`config.mk`:
```
export PLATFORM = sky130hd
export DESIGN_NAME = lane_sync_rx
export DESIGN_NICKNAME = d
export VERILOG_FILES = /design/src/rtl/lsync_pkg.sv /design/src/rtl/lsync_octet_class.sv /design/src/rtl/lsync_cgs_fsm.sv /design/src/rtl/lsync_cfg_capture.sv /design/src/rtl/lane_sync_rx.sv
export SDC_FILE = /design/constraint.sdc
export NUM_CORES = 1
export LEC_CHECK = 0
export BUFFER_PORTS_ARGS = -buffer_cell sky130_fd_sc_hd__buf_2
export CAP_MARGIN = 20
export CORE_MARGIN = 2
export CORE_UTILIZATION = 25
export DETAILED_ROUTE_END_ITERATION = 12
export PLACE_DENSITY = 0.4
export SETUP_SLACK_MARGIN = 0.5
export SYNTH_ARGS = -nofsm -noshare
export SYNTH_HDL_FRONTEND = slang
export SYNTH_HIERARCHICAL = 1
export SYNTH_SLANG_ARGS = --single-unit
export TNS_END_PERCENT = 20
```
`constraint.sdc`:
```
create_clock -name clk -period 9 [get_ports clk]
set_input_delay 0.9 -clock clk [delete_from_list [all_inputs] [get_ports clk]]
set_output_delay 0.9 -clock clk [all_outputs]
set_load 0.05 [all_outputs]
```
`src/rtl/lsync_pkg.sv`:
```
package lsync_pkg;

  typedef logic [7:0] octet_t;

  typedef enum logic [1:0] {
    CGS_HUNT  = 2'd0,
    CGS_CHECK = 2'd1,
    CGS_LOCK  = 2'd2
  } cgs_state_e;

  localparam octet_t CODE_COMMA   = 8'hBC;
  localparam octet_t CODE_MFSTART = 8'h1C;
  localparam octet_t CODE_MFEND   = 8'h7C;
  localparam octet_t CODE_CFGMARK = 8'h9C;

  function automatic logic is_code(input octet_t o, input logic k, input octet_t code);
    return k && (o == code);
  endfunction

  function automatic octet_t octet_at(input logic [31:0] w, input int idx);
    return w[8*idx +: 8];
  endfunction

endpackage

```
`src/rtl/lsync_octet_class.sv`:
```
module lsync_octet_class
  import lsync_pkg::*;
#(
  parameter int NOCT = 4
) (
  input  logic [8*NOCT-1:0] word_i,
  input  logic [NOCT-1:0]   k_i,
  output logic [NOCT-1:0]   comma_o,
  output logic [NOCT-1:0]   mfstart_o,
  output logic [NOCT-1:0]   mfend_o,
  output logic [NOCT-1:0]   cfgmark_o
);

  for (genvar g = 0; g < NOCT; g++) begin : g_lane
    octet_t oct;
    assign oct          = word_i[8*g +: 8];
    assign comma_o[g]   = is_code(oct, k_i[g], CODE_COMMA);
    assign mfstart_o[g] = is_code(oct, k_i[g], CODE_MFSTART);
    assign mfend_o[g]   = is_code(oct, k_i[g], CODE_MFEND);
    assign cfgmark_o[g] = is_code(oct, k_i[g], CODE_CFGMARK);
  end

endmodule

```
`src/rtl/lsync_cgs_fsm.sv`:
```
module lsync_cgs_fsm
  import lsync_pkg::*;
#(
  parameter int NOCT    = 4,
  parameter int K_REL   = 4,
  parameter int K_LOCK  = 4,
  localparam int CNT_W  = $clog2((K_REL > K_LOCK ? K_REL : K_LOCK) + 1),
  localparam int POS_W  = (NOCT > 1) ? $clog2(NOCT) : 1
) (
  input  logic             clk,
  input  logic             rst_n,
  input  logic [NOCT-1:0]  comma_i,
  input  logic [NOCT-1:0]  err_i,
  output logic             sync_n_o,
  output logic             locked_o,
  output logic             fs_o,
  output logic [POS_W-1:0] pos_o,
  output logic [NOCT-1:0]  fs_mask_o,
  output logic             release_evt_o,
  output logic             drop_evt_o
);

  cgs_state_e       st_q, st_n;
  logic [CNT_W-1:0] cnt_q, cnt_n;
  logic             fs_q, fs_n;
  logic [POS_W-1:0] pos_q, pos_n;

  always_comb begin
    st_n          = st_q;
    cnt_n         = cnt_q;
    fs_n          = fs_q;
    pos_n         = pos_q;
    fs_mask_o     = '0;
    release_evt_o = 1'b0;
    drop_evt_o    = 1'b0;
    for (int i = 0; i < NOCT; i++) begin
      unique case (st_n)
        CGS_HUNT: begin
          if (err_i[i] || !comma_i[i]) begin
            cnt_n = '0;
          end else if (cnt_n == CNT_W'(K_REL - 1)) begin
            st_n          = CGS_CHECK;
            cnt_n         = '0;
            release_evt_o = 1'b1;
          end else begin
            cnt_n = cnt_n + CNT_W'(1);
          end
        end
        CGS_CHECK: begin
          if (err_i[i]) begin
            st_n       = CGS_HUNT;
            cnt_n      = '0;
            drop_evt_o = 1'b1;
          end else if (cnt_n == CNT_W'(K_LOCK - 1)) begin
            st_n  = CGS_LOCK;
            cnt_n = '0;
          end else begin
            cnt_n = cnt_n + CNT_W'(1);
          end
        end
        default: ;
      endcase
      if (st_n == CGS_LOCK && !fs_n && !comma_i[i]) begin
        fs_n  = 1'b1;
        pos_n = POS_W'(i);
      end
      fs_mask_o[i] = fs_n;
    end
  end

  always_ff @(posedge clk) begin
    if (!rst_n) begin
      st_q  <= CGS_HUNT;
      cnt_q <= '0;
      fs_q  <= 1'b0;
      pos_q <= '0;
    end else begin
      st_q  <= st_n;
      cnt_q <= cnt_n;
      fs_q  <= fs_n;
      pos_q <= pos_n;
    end
  end

  assign sync_n_o = (st_q != CGS_HUNT);
  assign locked_o = (st_q == CGS_LOCK);
  assign fs_o     = fs_q;
  assign pos_o    = pos_q;

endmodule

```
`src/rtl/lsync_cfg_capture.sv`:
```
module lsync_cfg_capture
  import lsync_pkg::*;
#(
  parameter int NOCT       = 4,
  parameter int CFG_OCTETS = 14,
  parameter int CFG_REGS   = 4,
  parameter int CFG_MF     = 2,
  localparam int CFG_W     = 32 * CFG_REGS,
  localparam int IDX_W     = $clog2(CFG_OCTETS + 1),
  localparam int MF_W      = $clog2(CFG_MF + 2)
) (
  input  logic              clk,
  input  logic              rst_n,
  input  logic [8*NOCT-1:0] word_i,
  input  logic [NOCT-1:0]   fs_mask_i,
  input  logic [NOCT-1:0]   mfstart_i,
  input  logic [NOCT-1:0]   mfend_i,
  input  logic [NOCT-1:0]   cfgmark_i,
  output logic              ready_o,
  output logic [CFG_W-1:0]  cfg_o,
  output logic              start_evt_o,
  output logic              done_evt_o
);

  logic [MF_W-1:0]  mf_q, mf_n;
  logic             open_q, open_n;
  logic             prevr_q, prevr_n;
  logic             act_q, act_n;
  logic [IDX_W-1:0] idx_q, idx_n;
  logic             rdy_q, rdy_n;
  logic [CFG_W-1:0] cfg_q, cfg_n;
  logic             opened;

  always_comb begin
    mf_n        = mf_q;
    open_n      = open_q;
    prevr_n     = prevr_q;
    act_n       = act_q;
    idx_n       = idx_q;
    rdy_n       = rdy_q;
    cfg_n       = cfg_q;
    start_evt_o = 1'b0;
    done_evt_o  = 1'b0;
    opened      = 1'b0;
    for (int i = 0; i < NOCT; i++) begin
      opened = 1'b0;
      if (fs_mask_i[i]) begin
        if (act_n) begin
          cfg_n[8*int'(idx_n) +: 8] = octet_at(word_i, i);
          if (idx_n == IDX_W'(CFG_OCTETS - 1)) begin
            act_n      = 1'b0;
            rdy_n      = 1'b1;
            done_evt_o = 1'b1;
          end
          idx_n = idx_n + IDX_W'(1);
        end else if (mfstart_i[i]) begin
          if (!open_n) begin
            open_n = 1'b1;
            opened = 1'b1;
            if (mf_n != MF_W'(CFG_MF + 1)) mf_n = mf_n + MF_W'(1);
          end
        end else if (mfend_i[i]) begin
          open_n = 1'b0;
        end else if (cfgmark_i[i] && prevr_n && !rdy_n &&
                     mf_n == MF_W'(CFG_MF)) begin
          act_n       = 1'b1;
          idx_n       = '0;
          start_evt_o = 1'b1;
        end
        prevr_n = opened;
      end
    end
  end

  always_ff @(posedge clk) begin
    if (!rst_n) begin
      mf_q    <= '0;
      open_q  <= 1'b0;
      prevr_q <= 1'b0;
      act_q   <= 1'b0;
      idx_q   <= '0;
      rdy_q   <= 1'b0;
      cfg_q   <= '0;
    end else begin
      mf_q    <= mf_n;
      open_q  <= open_n;
      prevr_q <= prevr_n;
      act_q   <= act_n;
      idx_q   <= idx_n;
      rdy_q   <= rdy_n;
      cfg_q   <= cfg_n;
    end
  end

  assign ready_o = rdy_q;
  assign cfg_o   = cfg_q;

endmodule

```
`src/rtl/lane_sync_rx.sv`:
```
module lane_sync_rx #(
  parameter int NOCT       = 4,
  parameter int K_REL      = 4,
  parameter int K_LOCK     = 4,
  parameter int CFG_OCTETS = 14,
  parameter int CFG_REGS   = 4,
  parameter int CFG_MF     = 2,
  localparam int WORD_W    = 8 * NOCT,
  localparam int POS_W     = (NOCT > 1) ? $clog2(NOCT) : 1,
  localparam int CFG_W     = 32 * CFG_REGS
) (
  input  logic              clk,
  input  logic              rst_n,
  input  logic [WORD_W-1:0] lane_word,
  input  logic [NOCT-1:0]   lane_k,
  input  logic [NOCT-1:0]   lane_err,
  output logic              sync_req_n,
  output logic              cgs_locked,
  output logic              frame_data,
  output logic [POS_W-1:0]  first_data_pos,
  output logic              cfg_ready,
  output logic [CFG_W-1:0]  cfg_octets
);

  logic [NOCT-1:0] comma, mfstart, mfend, cfgmark, fs_mask;
  logic            release_evt, drop_evt, cap_start_evt, cap_done_evt;

  lsync_octet_class #(.NOCT(NOCT)) u_class (
    .word_i    (lane_word),
    .k_i       (lane_k),
    .comma_o   (comma),
    .mfstart_o (mfstart),
    .mfend_o   (mfend),
    .cfgmark_o (cfgmark)
  );

  lsync_cgs_fsm #(.NOCT(NOCT), .K_REL(K_REL), .K_LOCK(K_LOCK)) u_cgs (
    .clk           (clk),
    .rst_n         (rst_n),
    .comma_i       (comma),
    .err_i         (lane_err),
    .sync_n_o      (sync_req_n),
    .locked_o      (cgs_locked),
    .fs_o          (frame_data),
    .pos_o         (first_data_pos),
    .fs_mask_o     (fs_mask),
    .release_evt_o (release_evt),
    .drop_evt_o    (drop_evt)
  );

  lsync_cfg_capture #(
    .NOCT(NOCT), .CFG_OCTETS(CFG_OCTETS), .CFG_REGS(CFG_REGS), .CFG_MF(CFG_MF)
  ) u_cap (
    .clk         (clk),
    .rst_n       (rst_n),
    .word_i      (lane_word),
    .fs_mask_i   (fs_mask),
    .mfstart_i   (mfstart),
    .mfend_i     (mfend),
    .cfgmark_i   (cfgmark),
    .ready_o     (cfg_ready),
    .cfg_o       (cfg_octets),
    .start_evt_o (cap_start_evt),
    .done_evt_o  (cap_done_evt)
  );

endmodule

```
==> results.py, run 1 <==
metrics = {
    "grt": {
        "grt_pass1_vias": 15000,
        "antenna_found_initial": 2,
        "grt-ovfl-total": 0,
        "grt_max_degree": 50,
        "grt_util_all_layers_pct": 26.9,
        "grt_pass1_wl_um": 109000,
    },
    "synth": {
        "synth_warnings": 6,
        "netlist_area_um2": 13300,
        "syn-num-nets": 1876,
        "syn_avg_cell_area_um2": 7.38,
        "netlist_instances": 1806,
    },
    "route": {
        "avgViaCountPerCell": 5.98,
        "detail-route-antenna-nets": 0,
        "vias": 15800,
        "drc": 0,
        "highest_layer": "met4",
        "first_pass_iters": 7,
        "route.met3.wl_um": 6180,
        "drt_wl_total_um": 76600,
        "route.met2.wl_um": 33200,
        "wl_per_cell_um": 28.9,
        "drt_iter0_markers": 1932,
        "wl_met1_um": 34100,
    },
    "final_layout": {
        "drive_above_1_share_pct": 20.3,
        "nets": 2017,
        "utilization_pct": 30.1,
        "design_area_um2": 15800,
        "layout_common_cells": "nand2_1 (193), buf_2 (176), nor2_1 (151), dfxtp_1 (146), a21oi_1 (141)",
        "area_growth_syn_to_layout_pct": 18.8,
        "layout.cells.non_filler": 2648,
        "final_common_cell": "nand2_1",
    },
    "worst_setup_path": {
        "endpoint": "u_cap/cfg_o[47]",
        "slowest_stage": "a21oi_2",
        "startpoint": "lane_word[1]",
        "endpoint_kind": "flop",
        "r2r_start": "u_cgs/st_q[1]",
        "cpPeakStageDelay_ns": 0.74,
        "timing.rr.end": "u_cap/cfg_o[47]",
        "r2r_slack_ns": 1.77,
        "required_ns": 9.42,
        "reg2reg_depth": 27,
        "startpoint_type": "input pin",
        "critPathKind": "input pin to flop",
        "arrival_ns": 8.44,
        "crit_fanout": 16,
    },
    "placed_design": {
        "place.port_buffers": 175,
        "placed_cell_area_um2": 15200,
        "place_congestion": 0.942,
        "dp_cells": 2614,
        "place_hpwl_um": 55200,
    },
    "timing": {
        "rsz0062_at_grt": "no",
        "drv_slew": 0,
        "setup_viol_count_final": 0,
        "worst_slew_pin_slew_ns": 1.12,
        "period_needed_ns": 8.02,
        "max_slew_margin_pct": 25.3,
        "fmax_ghz": 0.125,
        "fin_crit_sh_pct": 89.1,
        "finalClockSkew_ns": 0.0149,
        "hold_violations": 0,
    },
    "floorplan": {
        "die-area_um2": 55200,
        "io_pins": 176,
        "rows": 84,
        "start_util_pct": 25.3,
        "die_h_um": 235,
        "die_w_um": 235,
        "coreArea_um2": 52700,
    },
    "clocking": {
        "cts_hold_buffers": 0,
        "clock-sinks": 146,
        "cts.clk_slew.worst_paths_ns": 0.07,
        "ctsRootBufferMaster": "clkbuf_16",
        "clkLatencyLatePin_ns": 0.50,
        "cts_buffers": 17,
        "clockBufferDepth": 2,
        "htree_levels": 4,
        "cts_tree": "yes",
    },
    "hold_path": {
        "hold_class": "flop to flop",
    },
    "pwr": {
        "total_power_mw": 1.98,
        "p_leak_nw": 6.80,
        "max-vdd-ir-drop_mv": 0.145,
        "cellPowerDensity_nw_per_um2": 125,
    },
    "flow_run": {
        "drv_cap": 0,
    },
    "status": {
        "status": "completed",
    },
}
power breakdown:
| part | switching (mW) | internal, mW | leakage (nW) |
|---|---|---|---|
| Combinational | 0.392 | 0.116 | 5.32 |
| Sequential | 0.00389 | 0.647 | 1.18 |
| Clock | 0.337 | 0.485 | 0.309 |
per-layer routing:
metal	track usage [%]	up-vias
li1	-	7067
met1	36.9	7745
met2	40.4	884
met3	5.53	149
met4	11.6	0
met5	0	-
worst max-delay path, delay by kind of cell:
family / cells / cell delay [ns]
AO/OA/AOI/OAI: 9 / 3.06
adder cells (fa/ha/maj): 3 / 0.86
buffers and inverters: 7 / 1.31
multiplexers: 1 / 0.23
AND/OR/NAND/NOR: 11 / 2.07
flip-flops by register name, indices dropped and copies added, names as in the netlist:
register and cells:
u_cap/act_q 1, u_cap/cfg_o 128, u_cap/idx_q 4, u_cap/mf_q 2
u_cap/open_q 1, u_cap/prevr_q 1, u_cap/ready_o 1, u_cgs/cnt_q 3
u_cgs/fs_o 1, u_cgs/pos_o 2, u_cgs/st_q 2
what timing repair did:
action	4_1_cts	5_1_grt
endpoints found under the setup margin	0	8
setup buffers	0	0
gates resized for setup	0	1
area by class of cell:
| type | instances | area [um^2] |
|---|---|---|
| fillers | 5852 | 36800 |
| multi-input cells | 1479 | 9730 |
| flip-flops and latches | 146 | 2920 |
| repair buffers | 257 | 1500 |
| well taps | 688 | 861 |
| clock buffers | 20 | 467 |
| clock inverters | 11 | 175 |
| inverters | 46 | 173 |
| diodes | 1 | 2.50 |
per-stage QoR:
step           TNS [ns]  hold slack [ns]  setup slack, ns
2_1_floorplan         0            0.585             1.58
3_3_place_gp    -0.0590            0.627          -0.0590
3_5_place_dp          0            0.578            0.453
4_1_cts               0            0.587            0.964
5_1_grt               0            0.636            0.506
6_report              0            0.572            0.979
worst min-delay path by stage:
stage / slack, ns / cells after the start / startpoint / end
after CTS: 0.59 / 2 / u_cgs/pos_o[1] / u_cgs/pos_o[1]
after detailed placement: 0.58 / 2 / u_cgs/pos_o[1] / u_cgs/pos_o[1]
after global routing: 0.64 / 2 / u_cgs/pos_o[1] / u_cgs/pos_o[1]
after global placement: 0.63 / 2 / u_cgs/pos_o[1] / u_cgs/pos_o[1]
final: 0.57 / 2 / u_cgs/pos_o[1] / u_cgs/pos_o[1]
after floorplan: 0.59 / 2 / u_cap/mf_q[1] / u_cap/mf_q[1]
(Power assumes the default switching activity.)
==> run 2: changes to the inputs <==
--- a/config.mk
+++ b/config.mk
@@ -7,9 +7,11 @@
 export LEC_CHECK = 0
 export BUFFER_PORTS_ARGS = -buffer_cell sky130_fd_sc_hd__buf_2
 export CAP_MARGIN = 20
+export CORE_ASPECT_RATIO = 0.7
 export CORE_MARGIN = 2
 export CORE_UTILIZATION = 25
 export DETAILED_ROUTE_END_ITERATION = 12
+export MAX_ROUTING_LAYER = met4
 export PLACE_DENSITY = 0.4
 export SETUP_SLACK_MARGIN = 0.5
 export SYNTH_ARGS = -nofsm -noshare
==> run 2 against run 1 <==
Net effect:
- sequential share of layout area up 0.057 points
- combinational power about the same
- wire length increased by 0.90%
- power decreased by 4.2%
- sequential cell count stayed put
- critical endpoint is now u_cap/cfg_o[41]
- largest cell class unchanged
==> results.py, run 2 (same netlist as run 1, synthesis figures left out) <==
metrics = {
    "status": {
        "status": "completed",
    },
    "placed_design": {
        "placed_cell_area_um2": 15100,
        "dp_cells": 2612,
        "place_congestion": 0.991,
        "dp_slack_ns": 0.0358,
        "place.port_buffers": 175,
        "place_hpwl_um": 56400,
    },
    "grt": {
        "grt_util_all_layers_pct": 28.2,
        "grtUsageMet2_pct": 37.7,
        "use_met1_pct": 41.8,
        "top_usage_layer": "met1",
        "grt_pass1_wl_um": 109000,
        "grt-ovfl-total": 0,
        "grt_pass1_vias": 14800,
        "grt_max_degree": 51,
        "antenna_found_initial": 11,
        "met3_usage_pct": 5.51,
    },
    "timing": {
        "worst_slew_pin_slew_ns": 1.14,
        "finalSetupTns_ns": 0,
        "max_slew_margin_pct": 23.6,
        "fin_crit_sh_pct": 90.7,
        "finalClockSkew_ns": 0.0150,
        "hold_violations": 0,
        "drv_slew": 0,
        "period_needed_ns": 8.17,
        "rsz0062_at_grt": "yes",
        "setup_ws_ns": 0.833,
        "hold_ws_ns": 0.533,
        "fmax_ghz": 0.122,
        "setup_viol_count_final": 0,
    },
    "final_layout": {
        "nets": 2020,
        "area_growth_syn_to_layout_pct": 18.4,
        "design_area_um2": 15800,
        "final_common_cell": "nand2_1",
        "layout_common_cells": "nand2_1 (192), buf_2 (177), nor2_1 (151), dfxtp_1 (146), a21oi_1 (141)",
        "utilization_pct": 30.1,
        "drive_above_1_share_pct": 20.4,
        "layout.cells.non_filler": 2647,
        "largest_reg_flops": 128,
        "diodes": 0,
    },
    "pwr": {
        "p_switching_uw": 728,
        "total_power_mw": 1.90,
        "pwr-share-clk_pct": 39.1,
        "swShare_pct": 38.3,
        "cellPowerDensity_nw_per_um2": 120,
        "p_int_mw": 1.17,
        "max-vdd-ir-drop_mv": 0.0981,
        "combinationalPowerShare_pct": 26.6,
        "p_leak_nw": 6.79,
        "seqPwrFrac_pct": 34.3,
    },
    "floorplan": {
        "coreArea_um2": 52500,
        "io_pins": 176,
        "die_h_um": 197,
        "start_util_pct": 25.4,
        "rows": 70,
        "die-area_um2": 55200,
        "die_w_um": 280,
    },
    "route": {
        "avgViaCountPerCell": 6.08,
        "vias": 16100,
        "drt_wl_total_um": 77300,
        "first_pass_iters": 8,
        "drc": 0,
        "wl_per_cell_um": 29.2,
        "detail-route-antenna-nets": 0,
        "drt_iter0_markers": 2124,
    },
    "clocking": {
        "clkLatencyLatePin_ns": 0.47,
        "cts_buffers": 17,
        "htree_levels": 4,
        "cts_hold_buffers": 0,
        "cts_tree": "yes",
        "ctsRootBufferMaster": "clkbuf_16",
        "cts.clk_slew.worst_paths_ns": 0.07,
        "clockBufferDepth": 2,
        "clock-sinks": 146,
    },
    "worst_setup_path": {
        "slowest_stage": "o21ai_4",
        "critPathKind": "input pin to flop",
        "startpoint": "lane_word[0]",
        "cpPeakStageDelay_ns": 0.58,
        "arrival_ns": 8.55,
        "required_ns": 9.39,
        "crit_fanout": 13,
        "startpoint_type": "input pin",
        "endpoint_kind": "flop",
        "r2r_start": "u_cgs/st_q[1]",
    },
    "hold_path": {
        "min_from": "u_cgs/pos_o[1]",
        "hold_class": "flop to flop",
    },
    "flow_run": {
        "drv_cap": 0,
    },
}
[run 2: cell count changes in the layout (fill, tap and decap cells not counted), sizes merged]
cell / previous run / this run
clkinv: 3 / 5
bufinv: 4 / 1
dlymetal6s2s: 0 / 1
diode: 1 / 0
inv: 48 / 46
clkbuf: 20 / 24
buf: 257 / 259
[run 2: area by class of cell]
type	instances	area, um^2
multi-input cells	1479	9740
repair buffers	260	1510
inverters	46	173
fillers	5792	36700
well taps	684	856
clock inverters	8	77.6
flip-flops and latches	146	2920
clock buffers	24	492
[run 2: routing by layer]
metal | vias up | part of all wire, %
li1 | 7048 | -
met2 | 1092 | 40
met4 | 0 | 2.8
met3 | 128 | 11
met5 | - | 0
met1 | 7813 | 47
[run 2: power groups by stage]
stage / clock network, mW / registers (mW) / logic, mW
6_report: 0.742 / 0.651 / 0.506
3_3_place_gp: 0 / 0.665 / 0.477
2_1_floorplan: 0 / 0.663 / 0.244
5_1_grt: 0.780 / 0.651 / 0.519
4_1_cts: 0.757 / 0.651 / 0.478
3_5_place_dp: 0 / 0.665 / 0.476
[run 2: repair_timing]
| action | in CTS | in global routing |
|---|---|---|
| buffers inserted | 0 | 0 |
| gates resized for setup | 0 | 9 |
| setup endpoints to repair | 0 | 107 |
| endpoints found under the hold margin | 0 | 0 |
[run 2: final timing paths]
kind	endpoint	slack (ns)	depth (start not counted)
worst min-delay path	u_cgs/pos_o[1]	0.53	2
worst min register to register	u_cgs/pos_o[1]	0.53	2
worst max register to register	u_cap/cfg_o[41]	1.59	25
worst max-delay path	u_cap/cfg_o[41]	0.83	29
[run 2: worst max-delay path: cells and delay by family]
kind / cells / cell delay, ns
AND/OR/NAND/NOR: 11 / 3.07
AO/OA/AOI/OAI: 7 / 2.16
buffers and inverters: 7 / 1.40
adder cells (fa/ha/maj): 3 / 0.76
multiplexers: 1 / 0.23
